## config.mk

```make
export PLATFORM = sky130hd
export DESIGN_NAME = pfd_lock_monitor
export DESIGN_NICKNAME = d
export VERILOG_FILES = /design/src/rtl/pfdl_pkg.sv /design/src/rtl/pfdl_phase_fsm.sv /design/src/rtl/pfdl_lock_fsm.sv /design/src/rtl/pfdl_out_mux.sv /design/src/rtl/pfd_lock_monitor.sv
export SDC_FILE = /design/constraint.sdc
export NUM_CORES = 1
export LEC_CHECK = 0
export BUFFER_PORTS_ARGS = -buffer_cell sky130_fd_sc_hd__buf_2
export CORE_UTILIZATION = 45
export DETAILED_ROUTE_END_ITERATION = 10
export PLACE_DENSITY = 0.73
export SLEW_MARGIN = 0
export SYNTH_ARGS = -nofsm -noshare
export SYNTH_HDL_FRONTEND = slang
export SYNTH_SLANG_ARGS = --single-unit
```

## constraint.sdc

```tcl
create_clock -name osc_clk -period 2.28 [get_ports osc_clk]
set_clock_uncertainty 0.1 [all_clocks]
set_input_delay 0.684 -clock osc_clk [delete_from_list [all_inputs] [get_ports osc_clk]]
set_output_delay 0.684 -clock osc_clk [all_outputs]
set_load 0.05 [all_outputs]
```

## src/rtl/pfdl_pkg.sv

```systemverilog
package pfdl_pkg;

    typedef enum logic [1:0] {
        PD_IDLE = 2'd0,
        PD_LEAD = 2'd1,
        PD_LAG  = 2'd2,
        PD_BOTH = 2'd3
    } pd_state_e;

    typedef enum logic [1:0] {
        LK_OPEN  = 2'd0,
        LK_GOOD1 = 2'd1,
        LK_GOOD2 = 2'd2,
        LK_HELD  = 2'd3
    } lk_state_e;

    localparam int NUM_LOOPS = 2;

endpackage

```

## src/rtl/pfdl_phase_fsm.sv

```systemverilog
module pfdl_phase_fsm
    import pfdl_pkg::*;
#(
    parameter int CNT_W = 4
) (
    input  logic             clk,
    input  logic             rst_n,
    input  logic             pwr_on,
    input  logic             pol_pos,
    input  logic             ref_in,
    input  logic             fb_in,
    output logic             drv_hi,
    output logic             drv_lo,
    output logic             drv_off,
    output logic             meas_valid,
    output logic [CNT_W-1:0] meas_width
);

    localparam logic [CNT_W-1:0] CNT_MAX = {CNT_W{1'b1}};
    localparam logic [CNT_W-1:0] CNT_ONE = CNT_W'(1);

    pd_state_e        state_q, state_d;
    logic [CNT_W-1:0] cnt_q, cnt_d;
    logic             ref_prev, fb_prev;
    logic             ref_edge, fb_edge;
    logic             pump_up, pump_dn;

    assign ref_edge = ref_in & ~ref_prev;
    assign fb_edge  = fb_in & ~fb_prev;

    // state and width registers
    always_ff @(posedge clk or negedge rst_n) begin
        if (!rst_n) begin
            state_q  <= PD_IDLE;
            cnt_q    <= '0;
            ref_prev <= 1'b0;
            fb_prev  <= 1'b0;
        end else begin
            state_q  <= state_d;
            cnt_q    <= cnt_d;
            ref_prev <= ref_in;
            fb_prev  <= fb_in;
        end
    end

    // next state and window measurement
    always_comb begin
        state_d    = state_q;
        cnt_d      = cnt_q;
        meas_valid = 1'b0;
        meas_width = '0;
        if (!pwr_on) begin
            state_d = PD_IDLE;
            cnt_d   = '0;
        end else begin
            unique case (state_q)
                PD_IDLE: begin
                    if (ref_edge && fb_edge) begin
                        state_d    = PD_BOTH;
                        meas_valid = 1'b1;
                    end else if (ref_edge) begin
                        state_d = PD_LEAD;
                        cnt_d   = CNT_ONE;
                    end else if (fb_edge) begin
                        state_d = PD_LAG;
                        cnt_d   = CNT_ONE;
                    end
                end
                PD_LEAD: begin
                    if (fb_edge) begin
                        state_d    = PD_BOTH;
                        meas_valid = 1'b1;
                        meas_width = cnt_q;
                        cnt_d      = '0;
                    end else if (cnt_q != CNT_MAX) begin
                        cnt_d = cnt_q + CNT_ONE;
                    end
                end
                PD_LAG: begin
                    if (ref_edge) begin
                        state_d    = PD_BOTH;
                        meas_valid = 1'b1;
                        meas_width = cnt_q;
                        cnt_d      = '0;
                    end else if (cnt_q != CNT_MAX) begin
                        cnt_d = cnt_q + CNT_ONE;
                    end
                end
                PD_BOTH: begin
                    state_d = PD_IDLE;
                end
                default: state_d = PD_IDLE;
            endcase
        end
    end

    // outputs
    always_comb begin
        pump_up = 1'b0;
        pump_dn = 1'b0;
        unique case (state_q)
            PD_IDLE: ;
            PD_LEAD: pump_up = 1'b1;
            PD_LAG:  pump_dn = 1'b1;
            PD_BOTH: begin
                pump_up = 1'b1;
                pump_dn = 1'b1;
            end
            default: ;
        endcase
        if (!pwr_on) begin
            pump_up = 1'b0;
            pump_dn = 1'b0;
        end
        drv_hi  = pol_pos ? pump_up : pump_dn;
        drv_lo  = pol_pos ? pump_dn : pump_up;
        drv_off = ~(pump_up | pump_dn);
    end

    assert_ps_idle_R9: assert property (@(posedge clk) disable iff (!rst_n)
        !pwr_on |=> (state_q == PD_IDLE));

    assert_dead_zone_R4: assert property (@(posedge clk) disable iff (!rst_n)
        (pwr_on && meas_valid) |=> (!pwr_on || (drv_hi && drv_lo)));

    assert_off_excl_R3: assert property (@(posedge clk) disable iff (!rst_n)
        drv_off |-> (!drv_hi && !drv_lo));

endmodule

```

## src/rtl/pfdl_lock_fsm.sv

```systemverilog
module pfdl_lock_fsm
    import pfdl_pkg::*;
#(
    parameter int CNT_W    = 4,
    parameter int UNLOCK_W = 3,
    parameter int LOCK_W   = 2
) (
    input  logic             clk,
    input  logic             rst_n,
    input  logic             pwr_on,
    input  logic             meas_valid,
    input  logic [CNT_W-1:0] meas_width,
    output logic             loop_ok
);

    localparam logic [CNT_W-1:0] UNLOCK_C = CNT_W'(UNLOCK_W);
    localparam logic [CNT_W-1:0] LOCK_C   = CNT_W'(LOCK_W);

    lk_state_e state_q, state_d;
    logic      small_err, large_err;

    assign small_err = meas_valid && (meas_width <= LOCK_C);
    assign large_err = meas_valid && (meas_width >= UNLOCK_C);

    always_ff @(posedge clk or negedge rst_n) begin
        if (!rst_n) state_q <= LK_OPEN;
        else        state_q <= state_d;
    end

    always_comb begin
        state_d = state_q;
        if (!pwr_on) begin
            state_d = LK_OPEN;
        end else if (large_err) begin
            state_d = LK_OPEN;
        end else if (meas_valid) begin
            unique case (state_q)
                LK_OPEN:  state_d = small_err ? LK_GOOD1 : LK_OPEN;
                LK_GOOD1: state_d = small_err ? LK_GOOD2 : LK_OPEN;
                LK_GOOD2: state_d = small_err ? LK_HELD  : LK_OPEN;
                LK_HELD:  state_d = LK_HELD;
                default:  state_d = LK_OPEN;
            endcase
        end
    end

    always_comb begin
        loop_ok = (!pwr_on) || (state_q == LK_HELD);
    end

    assert_unlock_R5: assert property (@(posedge clk) disable iff (!rst_n)
        (pwr_on && large_err) |=> (state_q != LK_HELD));

    assert_lock_entry_R6: assert property (@(posedge clk) disable iff (!rst_n)
        (state_q != LK_HELD) |=> ((state_q != LK_HELD) || $past(small_err)));

endmodule

```

## src/rtl/pfdl_out_mux.sv

```systemverilog
module pfdl_out_mux
    import pfdl_pkg::*;
(
    input  logic [NUM_LOOPS-1:0] loop_ok,
    input  logic [NUM_LOOPS-1:0] ref_in,
    input  logic [NUM_LOOPS-1:0] fb_in,
    input  logic                 mon_en,
    input  logic                 sel_loop,
    input  logic                 sel_fb,
    output logic                 pin_o
);

    logic lock_all;
    logic mon_sig;

    always_comb begin
        lock_all = &loop_ok;
        mon_sig  = sel_fb ? fb_in[sel_loop] : ref_in[sel_loop];
        pin_o    = mon_en ? mon_sig : lock_all;
    end

endmodule

```

## src/rtl/pfd_lock_monitor.sv

```systemverilog
module pfd_lock_monitor
    import pfdl_pkg::*;
#(
    parameter int CNT_W    = 4,
    parameter int UNLOCK_W = 3,
    parameter int LOCK_W   = 2
) (
    input  logic       osc_clk,
    input  logic       rst_n,
    input  logic [1:0] ref_pulse,
    input  logic [1:0] fb_pulse,
    input  logic [1:0] pol_pos,
    input  logic [1:0] pwr_on,
    input  logic       mon_en,
    input  logic       sel_loop,
    input  logic       sel_fb,
    output logic [1:0] drv_hi,
    output logic [1:0] drv_lo,
    output logic [1:0] drv_off,
    output logic       lock_mon_o
);

    logic [NUM_LOOPS-1:0] loop_ok;

    for (genvar g = 0; g < NUM_LOOPS; g++) begin : g_loop
        logic             mv;
        logic [CNT_W-1:0] mw;

        pfdl_phase_fsm #(.CNT_W(CNT_W)) u_phase (
            .clk        (osc_clk),
            .rst_n      (rst_n),
            .pwr_on     (pwr_on[g]),
            .pol_pos    (pol_pos[g]),
            .ref_in     (ref_pulse[g]),
            .fb_in      (fb_pulse[g]),
            .drv_hi     (drv_hi[g]),
            .drv_lo     (drv_lo[g]),
            .drv_off    (drv_off[g]),
            .meas_valid (mv),
            .meas_width (mw)
        );

        pfdl_lock_fsm #(.CNT_W(CNT_W), .UNLOCK_W(UNLOCK_W), .LOCK_W(LOCK_W)) u_lock (
            .clk        (osc_clk),
            .rst_n      (rst_n),
            .pwr_on     (pwr_on[g]),
            .meas_valid (mv),
            .meas_width (mw),
            .loop_ok    (loop_ok[g])
        );
    end

    pfdl_out_mux u_mux (
        .loop_ok  (loop_ok),
        .ref_in   (ref_pulse),
        .fb_in    (fb_pulse),
        .mon_en   (mon_en),
        .sel_loop (sel_loop),
        .sel_fb   (sel_fb),
        .pin_o    (lock_mon_o)
    );

    assert_ps_counts_locked_R8: assert property (@(posedge osc_clk) disable iff (!rst_n)
        (!mon_en && (pwr_on == 2'b00)) |-> lock_mon_o);

    assert_ps_released_R8: assert property (@(posedge osc_clk) disable iff (!rst_n)
        (!pwr_on[0]) |-> drv_off[0]);

endmodule

```

Word level (Yosys, flattened, before mapping)
Cells that the tools add are included.
- register bits: 20
- latch bits: 0
- bits in writable memories: 0
- bits in read-only memories: 0
- bits of input ports: 13
- logic and storage cells: 160
- memories kept: 0
- $add $sub $neg: 2
- multipliers: 0
- divide/modulo/power cells: 0
- magnitude comparators: 5
- equal/unequal tests: 28
- shift-type cells: 0
- mux-type cells: 80
- bitwise operators: 12
- reductions and logical operators: 23
- operator list (cell ; count):
    two-way mux 4 bit ; 20
    two-way mux 2 bit ; 22
    one-hot mux 2 bit (4 select lines) ; 4
    two-way mux 1 bit ; 28
    one-hot mux 4 bit (3 select lines) ; 2
    equality test 2 bit, second input constant ; 8
    one-hot mux 4 bit (2 select lines) ; 2
    inequality test 3 x 2 -> 1 bit, second input constant ; 4
    AND reduction 3 bit ; 4
    inequality test 5 x 2 -> 1 bit, second input constant ; 2
    adder 4 x 1 -> 4 bit, second input constant ; 2
    equality test 2 x 1 -> 1 bit, second input constant ; 4
    greater-or-equal comparator 4 x 2 -> 1 bit, second input constant ; 2
    less-or-equal comparator 4 x 2 -> 1 bit, second input constant ; 2
    zero test 2 bit ; 4
    inequality test 4 x 1 -> 1 bit, second input constant ; 2
    inequality test 4 x 2 -> 1 bit, second input constant ; 2
    inequality test 4 bit, second input constant ; 2
    OR reduction 2 bit ; 4
    logical AND 1 bit ; 6
    inequality test 3 x 1 -> 1 bit, second input constant ; 2
    inequality test 3 bit, second input constant ; 2
    inverter 1 bit ; 6
    one-hot mux 1 bit (3 select lines) ; 2
    other kinds (6) ; 12

Depth between registers and ports, before layout
Gate-level depths: netlist (run 1).
- word-level depth: 12
- mapped depth: 7
- depth with buffers taken out: 7

Modules after synthesis
A second synthesis (run 1) with hierarchy kept.
- cell total of the unflattened synthesis: 179
- area total of the unflattened synthesis: 1530.2 um^2
- modules (own cells, without submodules) (module ; times used ; cells an instance ; area an instance (um^2) ; sequential area each (um^2)):
    pfdl_phase_fsm ; 2 ; 76 ; 638.1 ; 200.2
    pfdl_lock_fsm ; 2 ; 12 ; 107.6 ; 50.0
    pfdl_out_mux ; 1 ; 3 ; 38.8 ; 0.0

Worst setup path before layout (run 1)
No wires, ideal clock.
- path type: input to output
- start: input sel_fb
- end: output lock_mon_o
- arrival: 1.494 ns
- setup slack: 0.002 ns
- cell stages on the path: 2
- buffers on the path: 0
- cell sequence: mux4_2 a21o_1
- word-level cells in the longest chain between the ends: 2
- RTL lines (what ; RTL line ; text):
    start, declared ; pfd_lock_monitor.sv:16 ; input logic sel_fb,
    two-way mux 1 bit ; pfdl_out_mux.sv:18 ; mon_sig = sel_fb ? fb_in[sel_loop] : ref_in[sel_loop];
    two-way mux 1 bit ; pfdl_out_mux.sv:19 ; pin_o = mon_en ? mon_sig : lock_all;
    end, declared ; pfd_lock_monitor.sv:20 ; output logic lock_mon_o
No other way between the ends.

Final worst setup path (run 1)
- start: input fb_pulse[1]
- end: output lock_mon_o
- word-level cells in the longest chain between the ends: 4
- RTL lines (what ; RTL line ; text):
    start, declared ; pfd_lock_monitor.sv:11 ; input logic [1:0] fb_pulse,
    two-way mux 1 bit (implied by the code) (2 in series) ; pfdl_out_mux.sv:18 ;
    two-way mux 1 bit ; pfdl_out_mux.sv:18 ;
    two-way mux 1 bit ; pfdl_out_mux.sv:19 ;
No other way between the ends. The select of a mux whose other input is x is not followed.

==> metrics.txt, run 1 <==
Reg power frac between 20 and 30%; first-pass GRT wire length slightly above 6000 µm; period utilization 103%; most frequent cells in the layout dfrtp_1 (18), buf_4 (18), nand2_1 (17); CTS root buf clkbuf_4; final hold violation count 0; Post-route DRC 0; arrival time at the worst endpoint roughly 1.6 ns; Max H-tree Level 1; port bufs 19; Synthesized Nets 194; Leak 0.812 nW; DR WL/cell 14.7 µm; Tmin final 2.35 ns; number of routed nets with antenna violations 0; WP data required roughly 1.5 ns; placed inst area around 0.0016 mm²; P&R area growth vs syn 28.4%; post-synth cell types 42; measured slew at the worst slew-check pin 0.472 ns; Setup CP Type in -> out; vias per inst ~5.7; clock tree buffer depth 2; Crit path max-delay family multiplexers; CTS tree built; Initial Util 47.8%; Critical Path Max Stage Delay ~0.45 ns; layout cells sized above 1 31.8%; Top Ports 20; Placement Setup Slack -0.157 ns; fmax between 400 and 500 MHz; pin count of the biggest net entering global routing 21; vias in the first global route approximately 1400; fin worst setup slack -0.0666 ns; final instance area approximately 0.0019 mm²; Post-synth EDFFs 0; clock power share under 10%; initial antenna violation count 0; max_cap viols 0; Core Area ~0.0031 mm²; RSZ-0062 raised after global routing yes; cts hold-fix bufs 0; slowest library cell on the worst path mux4_2; # clock sinks 20; Total Routed Length roughly 3600 µm; final slew viol count 0; Worst Path Max Fanout 3; pwr dens between 900 and 1000 mW/mm²; Post-DP HPWL roughly 2500 µm; Peak VDD IR 0.000631 V; Buf+Inv Stages, Crit Path 2; most frequent CP cell buf_6; sequential area share after synthesis roughly a third; DR pass1 iterations 5; die width between 50 and 60 µm; sw frac 46.8%; CTS Buf Count 3; Comb pwr share ~63%; Worst R2R Setup Slack 0.20 ns; die area about 0.0035 mm²; Seq cells post-synth 20; GPL Wtd Cong 0.864; Fill cells roughly 270; Hold/Removal Path Class in -> async; CP Capture Type primary output; Hold WS between 0.2 and 0.25 ns; clk_lat worst skew 0.30 ns; DR vias about 1400; Synth Cell Area 0.00148 mm²; status complete, but fails checks; Int Power approximately 0.98 mW; Initial DRC Count between 70 and 80; Switch Pwr approximately 0.86 mW; grt ovf 0; GR Util All Layers roughly a quarter; final net count 229; asr flop ratio synth between 90% and 100%; Relative slew margins around two thirds; Inserted Diodes 0; violated checks setup timing; clock-pin slew on the worst setup and hold paths 0.12 ns; sum of negative setup slack -0.0766 ns; num rows 20; die height slightly below 60 µm; Syn Inst Count ~170; Worst Setup Start Kind primary input; ys flop type dfrtp_1; Overall Power around 1.8 mW; Cell Chain, Critical Path buf_6 > mux4_2 > a21o_1 > buf_6; final setup vio count 2; yosys warns 0; mean post-synth cell area slightly below 9 µm²
what timing repair did:
item	in CTS	in global routing
hold endpoints to repair	0	0
pin swaps	5	6
endpoints found under the setup margin	7	7
setup buffers	7	2
gates resized for setup	29	12
synthesized netlist by cell type (4+ instances only):
library cell / count / share of area (%)
nand2_1: 17 / 4.3
nand3_1: 7 / 2.4
nand2b_1: 4 / 1.7
nor3_1: 4 / 1.3
dfrtp_1: 20 / 34
o31ai_1: 7 / 3.5
o21ai_0: 9 / 3.0
inv_1: 8 / 2.0
nor2_1: 12 / 3.0
ha_1: 13 / 11
a211oi_1: 4 / 2.0
a21oi_1: 16 / 5.4
buf_4: 7 / 3.5
flip-flops by register name (all words and copies together) (netlist names):
register and cells:
g_loop.u_phase.fb_prev 2, g_loop.u_phase.cnt_q 8, g_loop.u_phase.ref_prev 2, g_loop.u_lock.state_q 4
g_loop.u_phase.state_q 4
cell families after synthesis:
logic type      after synthesis  share of synthesized area (%)
compound gates               55                           25.1
xor+xnor                      1                          0.590
fa+ha+maj                    13                           11.0
buf+inv                      16                           5.82
flops                        20                           33.7
mux                           3                           2.87
simple gates                 60                           20.9
through the flow:
step	util, %	cells
after floorplan	-	168
after global placement	53.1	233
final	61.4	245
after global routing	61.4	245
after detailed placement	53.1	233
after CTS	59.2	243
power by group through the flow:
stage	clock [mW]	combinational [mW]	sequential (mW)
floorplan	0	0.726	0.480
global placement	0	0.867	0.481
detailed placement	0	0.909	0.486
CTS	0.184	1.06	0.493
global route	0.195	1.26	0.510
finish	0.175	1.16	0.500
worst register-to-register path, stage by stage, from the launching register on:
cell     delay, ns
dfrtp_2       0.47
buf_4         0.15
buf_4         0.13
ha_1          0.26
nor4_2        0.45
a31oi_4       0.10
a41oi_1       0.24
a21oi_1       0.06
routing by layer:
metal  share of wire, %  up-vias  global-route usage (%)
met3                2.9        2                    2.40
met1                 41      666                    24.6
li1                   -      687                       -
met2                 55       35                    46.1
met5                  0        -                       0
met4               0.75        0                    10.9
area by class of cell:
class	instances	area, µm²	share of cell area, %
multi-input cells	132	992	52.1
flip-flops and latches	20	503	26.4
repair buffers	37	299	15.7
well taps	44	55.1	2.89
inverters	9	33.8	1.77
clock buffers	3	22.5	1.18
worst paths after layout:
kind,end,cells past startpoint,from
max reg2reg,g_loop[1].u_phase.cnt_q[3]$_DFFE_PN0P_,7,g_loop[1].u_phase.state_q[0]$_DFFE_PN0P_
max,lock_mon_o,4,fb_pulse[1]
min,g_loop[0].u_phase.state_q[1]$_DFFE_PN0P_,1,rst_n
min reg2reg,g_loop[1].u_lock.state_q[0]$_DFFE_PN0P_,1,g_loop[1].u_lock.state_q[0]$_DFFE_PN0P_
max in group asynchronous,g_loop[1].u_phase.state_q[0]$_DFFE_PN0P_,1,rst_n
min in group osc_clk,g_loop[1].u_phase.fb_prev$_DFF_PN0_,1,fb_pulse[1]
(Power assumes the default switching activity.)
==> run 2, diff against run 1 <==
--- a/config.mk
+++ b/config.mk
@@ -9,7 +9,8 @@
 export CORE_UTILIZATION = 45
 export DETAILED_ROUTE_END_ITERATION = 10
 export PLACE_DENSITY = 0.73
-export SLEW_MARGIN = 0
+export SLEW_MARGIN = 10
 export SYNTH_ARGS = -nofsm -noshare
 export SYNTH_HDL_FRONTEND = slang
+export SYNTH_HIERARCHICAL = 1
 export SYNTH_SLANG_ARGS = --single-unit
==> run 2 against run 1 <==
Net effect: the run still ends with setup timing left; wire length is 0.72% lower; critical path depth stayed put; sequential share of layout area is 1.2 points lower; hold slack better by 0.0023 ns; clock power is 68% higher; design area is 5.1% higher; critical path type unchanged; critical endpoint unchanged.
==> metrics.txt, run 2 <==
RR Startpoint g_loop[0].u_phase/state_q[0]$_DFFE_PN0P_ (was g_loop[1].u_phase.state_q[0]$_DFFE_PN0P_); arrival time at the worst endpoint 1.62 ns (was 1.56 ns); Placement Setup Slack -0.175 ns (was -0.157 ns); ys flop type dfrtp_1 (unchanged); clock-pin slew on the worst setup and hold paths 0.12 ns (about the same); final net count 245 (was 229); critical path startpoint sel_loop (was fb_pulse[1]); most common cell after layout, fill and taps aside a21oi_1; max reg flops 8 (unchanged); Top Registers g_loop.u_phase/cnt_q x8, g_loop.u_lock/state_q x4, g_loop.u_phase/state_q x4 (was g_loop.u_phase.cnt_q x8, g_loop.u_lock.state_q x4, g_loop.u_phase.state_q x4); violated checks setup timing (unchanged); final hold violation count 0 (unchanged); number of routed nets with antenna violations 0 (unchanged); Buf+Inv Stages, Crit Path 2 (unchanged); Total Routed Length 3590 µm (was 3610 µm); Relative slew margins 67.9% (was 68.6%); top-area cell type share of the netlist area 32.7% (was 33.7%); RSZ-0062 raised after global routing yes (unchanged); layout cells sized above 1 29.7% (was 31.8%); Hold/Removal Path Class in -> async (unchanged); initial antenna violation count 0 (unchanged); Post-synth top cells a21oi_1 (22), dfrtp_1 (20), nand2_1 (20) (was dfrtp_1 (20), nand2_1 (17), a21oi_1 (16)); final setup vio count 2 (unchanged); sequential area share after synthesis 32.7% (was 33.7%); Yosys top cell by area dfrtp_1 (unchanged); DR vias 1474 (was 1390); most common cell in the netlist a21oi_1 (was dfrtp_1); Crit path max-delay family multiplexers (unchanged); Post-DP HPWL 2570 µm (was 2470 µm); Max H-tree Level 1 (unchanged); Top Ports 20 (unchanged); CTS root buf clkbuf_4 (unchanged); Cell Chain, Critical Path buf_6 > mux4_2 > a21o_1 > buf_6 (unchanged); fin worst setup slack -0.126 ns (was -0.0666 ns); Core Area 0.00313 mm² (was 0.00310 mm²); Worst R2R Setup Slack 0.19 ns (was 0.20 ns); Post-route DRC 0 (unchanged); vias in the first global route 1403 (was 1413); measured slew at the worst slew-check pin 0.481 ns (was 0.472 ns); die width 60.3 µm (was 59.4 µm); Synth Cell Area 0.00153 mm² (was 0.00148 mm²); CTS tree built (unchanged); num rows 20 (unchanged); DR pass1 iterations 4 (was 5); Synthesized Nets 204 (was 194); Inserted Diodes 0 (unchanged); mean post-synth cell area 8.55 µm² (was 8.83 µm²); most frequent cells in the layout a21oi_1 (22), nand2_1 (20), buf_4 (20) (was dfrtp_1 (18), buf_4 (18), nand2_1 (17)); CTS Buf Count 3 (unchanged); die area 0.00364 mm² (was 0.00353 mm²); CP Capture Type primary output (unchanged); Leak 0.874 nW (was 0.812 nW); Seq cells post-synth 20 (unchanged); final slew viol count 0 (unchanged); Critical Path Max Stage Delay 0.53 ns (was 0.45 ns); GPL Wtd Cong 0.833 (was 0.864); max_cap viols 0 (unchanged); port bufs 19 (unchanged); Peak VDD IR 0.000323 V (was 0.000631 V); Setup CP Type in -> out (unchanged); fmax 416 MHz (was 426 MHz); DR WL/cell 13.6 µm (was 14.7 µm); Initial Util 48.9% (was 47.8%); final instance area 0.00200 mm² (was 0.00191 mm²); Worst Setup Start Kind primary input (unchanged); Tmin final 2.41 ns (was 2.35 ns); top cells by area, synth dfrtp_1 (33%), ha_1 (9.8%), a21oi_1 (7.2%) (was dfrtp_1 (34%), ha_1 (11%), a21oi_1 (5.4%)); yosys warns 6 (was 0); placed inst area 0.00180 mm² (was 0.00165 mm²); vias per inst 5.60 (was 5.67); post-synth cell types 29 (was 42); Worst Path Max Fanout 1 (was 3); WP data required 1.50 ns (about the same); grt ovf 0 (unchanged); die height 60.3 µm (was 59.4 µm); clock tree buffer depth 2 (unchanged); status complete, but fails checks (unchanged); # clock sinks 20 (unchanged); slowest library cell on the worst path mux4_2 (unchanged); GR Util All Layers 21.0% (was 23.5%); Syn Inst Count 179 (was 168); Initial DRC Count 65 (was 77); P&R area growth vs syn 30.9% (was 28.4%); first-pass GRT wire length 5760 µm (was 6130 µm); clk_lat worst skew 0.31 ns (was 0.30 ns); asr flop ratio synth 100% (unchanged); period utilization 106% (was 103%); pwr dens 1030 mW/mm² (was 964 mW/mm²); final core occ 64.0% (was 61.4%); most frequent CP cell buf_6 (unchanged); Post-synth EDFFs 0 (unchanged); largest reg by FF count g_loop.u_phase/cnt_q (was g_loop.u_phase.cnt_q); pin count of the biggest net entering global routing 21 (unchanged); Overall Power 2.07 mW (was 1.84 mW)
## run 2: final timing paths
path                                                                 end  cells past startpoint
worst max-delay path                                          lock_mon_o                      4
worst min-delay path             g_loop[1].u_lock/state_q[0]$_DFFE_PN0P_                      1
worst max register to register   g_loop[0].u_lock/state_q[1]$_DFFE_PN0P_                      8
worst min register to register   g_loop[1].u_lock/state_q[0]$_DFFE_PN0P_                      2
max in group asynchronous       g_loop[1].u_phase/state_q[0]$_DFFE_PN0P_                      1
min in group osc_clk                 g_loop[0].u_phase/fb_prev$_DFF_PN0_                      2
## run 2: cell families after synthesis
family | Yosys count | synth area share (%)
flip-flops | 20 | 32.7
AO/OA/AOI/OAI | 63 | 27.0
XOR/XNOR | 2 | 1.14
buffers and inverters | 8 | 1.96
multiplexers | 1 | 1.47
adder cells (fa/ha/maj) | 12 | 9.81
AND/OR/NAND/NOR | 73 | 25.9
## run 2: per-stage QoR
step / instances / setup TNS (ns) / hold WS (ns)
5_1_grt: 263 / -0.347 / 0.230
3_3_place_gp: 255 / -0.193 / 0.430
2_1_floorplan: 179 / -0.327 / 0.288
6_report: 263 / -0.160 / 0.215
4_1_cts: 263 / -0.157 / 0.217
3_5_place_dp: 255 / -0.175 / 0.456
## run 2: where the power goes
group / switching, mW / internal [mW] / leakage, nW
clock: 0.116 / 0.178 / 0.0279
sequential: 0.0923 / 0.421 / 0.259
combinational: 0.721 / 0.545 / 0.586
## run 2: cell type report
type | instances | area, µm²
fill | 249 | 1120
multi-input combinational | 151 | 1080
sequential | 20 | 505
timing repair buffer | 36 | 280
tap | 44 | 55.1
clock inverter | 1 | 30.0
inverter | 8 | 30.0
clock buffer | 3 | 22.5
## run 2: per-layer routing
| metal | part of all wire [%] | vias up | track usage (%) |
|---|---|---|---|
| li1 | - | 728 | - |
| met1 | 49 | 706 | 26.9 |
| met2 | 47 | 36 | 35.6 |
| met3 | 3.2 | 4 | 3.25 |
| met4 | 0.95 | 0 | 7.31 |
| met5 | 0 | - | 0 |
## run 2: what timing repair did
action,in CTS,in global routing
cloned,0,0
endpoints found under the hold margin,0,0
gates resized for setup,24,10
hold buffers,0,0
pin swaps,3,2
endpoints found under the setup margin,7,7
setup buffers,4,0
==> run 3, diff against run 2 <==
--- a/config.mk
+++ b/config.mk
@@ -14,3 +14,4 @@
 export SYNTH_HDL_FRONTEND = slang
 export SYNTH_HIERARCHICAL = 1
 export SYNTH_SLANG_ARGS = --single-unit
+export TNS_END_PERCENT = 1
==> run 3 against run 2 <==
Net effect: the run still ends with setup timing left; sequential share of layout area rose by 0.29 points; flip-flop and latch count did not move; critical path depth did not move; sequential power is 3% lower; wire length rose by 4.5%; global-route usage is 1.3 points higher; final cell count is 0.38% lower; combinational power about the same; critical path type unchanged.
==> metrics.txt, run 3 (synthesis gave the netlist of run 2 again) <==
cts hold-fix bufs 0 (unchanged); Top Ports 20 (unchanged); CTS root buf clkbuf_4 (unchanged); Reg power frac 25.4% (was 24.8%); arrival time at the worst endpoint 1.56 ns (was 1.62 ns); num rows 20 (unchanged); Initial DRC Count 51 (was 65); Hold WS 0.228 ns (was 0.215 ns); DR vias 1482 (was 1474); largest reg by FF count g_loop.u_phase/cnt_q (unchanged); clock tree buffer depth 2 (unchanged); Post-DP HPWL 2740 µm (was 2570 µm); grt ovf 0 (unchanged); Leak 0.865 nW (was 0.874 nW); CTS tree built (unchanged); violated checks setup timing (unchanged); pin count of the biggest net entering global routing 21 (unchanged); CTS Buf Count 3 (unchanged); layout cells sized above 1 26.6% (was 29.7%); max reg flops 8 (unchanged); RSZ-0062 raised after global routing yes (unchanged); DR WL/cell 14.3 µm (was 13.6 µm); Top Registers g_loop.u_phase/cnt_q x8, g_loop.u_lock/state_q x4, g_loop.u_phase/state_q x4 (unchanged); WP data required 1.50 ns (about the same); pwr dens 1000 mW/mm² (was 1030 mW/mm²); Max H-tree Level 1 (unchanged); die area 0.00364 mm² (unchanged); port bufs 19 (unchanged); vias in the first global route 1473 (was 1403); Worst Setup Start Kind primary input (unchanged); Peak VDD IR 0.000521 V (was 0.000323 V); Total Routed Length 3750 µm (was 3590 µm); vias per inst 5.66 (was 5.60); Worst Path Max Fanout 2 (was 1); period utilization 103% (was 106%); final net count 245 (unchanged); sw frac 47.5% (was 44.8%); status complete, but fails checks (unchanged); Tmin final 2.34 ns (was 2.41 ns); Initial Util 48.9% (unchanged); # clock sinks 20 (unchanged); Comb pwr share 66.1% (was 61.1%); clock power share 8.6% (was 14.2%); Core Area 0.00313 mm² (unchanged); initial antenna violation count 0 (unchanged); most frequent cells in the layout a21oi_1 (22), nand2_1 (20), dfrtp_1 (20) (was a21oi_1 (22), nand2_1 (20), buf_4 (20)); GR Util All Layers 22.2% (was 21.0%); P&R area growth vs syn 28.1% (was 30.9%); final setup vio count 4 (was 2); Cell Chain, Critical Path buf_6 > mux4_2 > a21o_1 > buf_6 (unchanged); Switch Pwr 0.934 mW (was 0.929 mW); number of routed nets with antenna violations 0 (unchanged); Relative slew margins 68.2% (was 67.9%); most frequent CP cell buf_6 (unchanged); measured slew at the worst slew-check pin 0.478 ns (was 0.481 ns); die width 60.3 µm (unchanged); first-pass GRT wire length 6030 µm (was 5760 µm); final slew viol count 0 (unchanged); die height 60.3 µm (unchanged); CP Capture Type primary output (unchanged); GPL Wtd Cong 0.858 (was 0.833); clk_lat worst skew 0.29 ns (was 0.31 ns); Post-route DRC 0 (unchanged); fin worst setup slack -0.0611 ns (was -0.126 ns); clock-pin slew on the worst setup and hold paths 0.11 ns (was 0.12 ns); Inserted Diodes 0 (unchanged); DR pass1 iterations 4 (unchanged); final hold violation count 0 (unchanged); most common cell after layout, fill and taps aside a21oi_1 (unchanged); Fill cells 257 (was 249); slowest library cell on the worst path mux4_2 (unchanged); Critical Path Max Stage Delay 0.45 ns (was 0.53 ns); max_cap viols 0 (unchanged); Hold/Removal Path Class in -> async (unchanged); Int Power 1.03 mW (was 1.14 mW); fmax 427 MHz (was 416 MHz); Setup CP Type in -> out (unchanged); sum of negative setup slack -0.105 ns (was -0.160 ns)
-- run 3: changes by cell type in the layout (fill, tap and decap cells not counted), sizes merged --
cell / previous run / this run
bufinv: 1 / 0
-- run 3: final timing paths --
check                           slack, ns                                      from                                        to  cells after the start
max in group asynchronous            1.53                                     rst_n  g_loop[1].u_phase/state_q[1]$_DFFE_PN0P_                      1
min in group osc_clk                 0.48   g_loop[1].u_lock/state_q[0]$_DFFE_PN0P_   g_loop[1].u_lock/state_q[0]$_DFFE_PN0P_                      2
worst min register to register       0.48   g_loop[1].u_lock/state_q[0]$_DFFE_PN0P_   g_loop[1].u_lock/state_q[0]$_DFFE_PN0P_                      2
worst max-delay path                -0.06                               fb_pulse[1]                                lock_mon_o                      4
worst min-delay path                 0.23                                     rst_n  g_loop[1].u_phase/state_q[0]$_DFFE_PN0P_                      1
worst max register to register       0.19  g_loop[1].u_phase/state_q[0]$_DFFE_PN0P_   g_loop[1].u_lock/state_q[0]$_DFFE_PN0P_                      8
-- run 3: critical path, delay by kind of cell --
family          cells  cell delay (ns)
mux                 1             0.45
buf+inv             2             0.25
compound gates      1             0.18
-- run 3: cell type report --
type                       count  area (µm²)  share of cell area, %
multi-input combinational    151        1070                   54.4
clock buffer                   3        22.5                   1.15
tap                           44        55.1                   2.81
inverter                       8        30.0                   1.53
sequential                    20         500                   25.5
timing repair buffer          36         285                   14.6
-- run 3: per-stage QoR --
| step | util (%) | setup slack, ns | std cells | area (µm²) | power, mW |
|---|---|---|---|---|---|
| after floorplan | - | -0.136 | 179 | 1550 | 1.32 |
| after global placement | 57.6 | -0.133 | 255 | 1800 | 1.54 |
| after detailed placement | 57.6 | -0.145 | 255 | 1800 | 1.61 |
| after CTS | 62.0 | -0.0603 | 260 | 1940 | 1.91 |
| after global routing | 62.7 | -0.127 | 262 | 1960 | 2.13 |
| final | 62.7 | -0.0611 | 262 | 1960 | 1.97 |
-- run 3: power by group through the flow --
stage	sequential [mW]	clock, mW	combinational [mW]
after global routing	0.507	0.199	1.42
after CTS	0.495	0.179	1.23
final	0.499	0.168	1.30
after global placement	0.490	0	1.05
after floorplan	0.487	0	0.829
after detailed placement	0.495	0	1.11
-- run 3: layer usage --
metal | global-route usage, % | vias to the layer above | part of all wire (%)
li1 | - | 726 | -
met4 | 12.0 | 0 | 1.6
met1 | 25.2 | 708 | 44
met3 | 4.76 | 8 | 4.1
met2 | 38.6 | 40 | 50
met5 | 0 | - | 0
-- run 3: repair_timing --
item                                    in CTS  in global routing
endpoints found under the setup margin       7                  7
gates resized for setup                     26                  3
pin swaps                                    3                  2
setup buffers                                2                  2
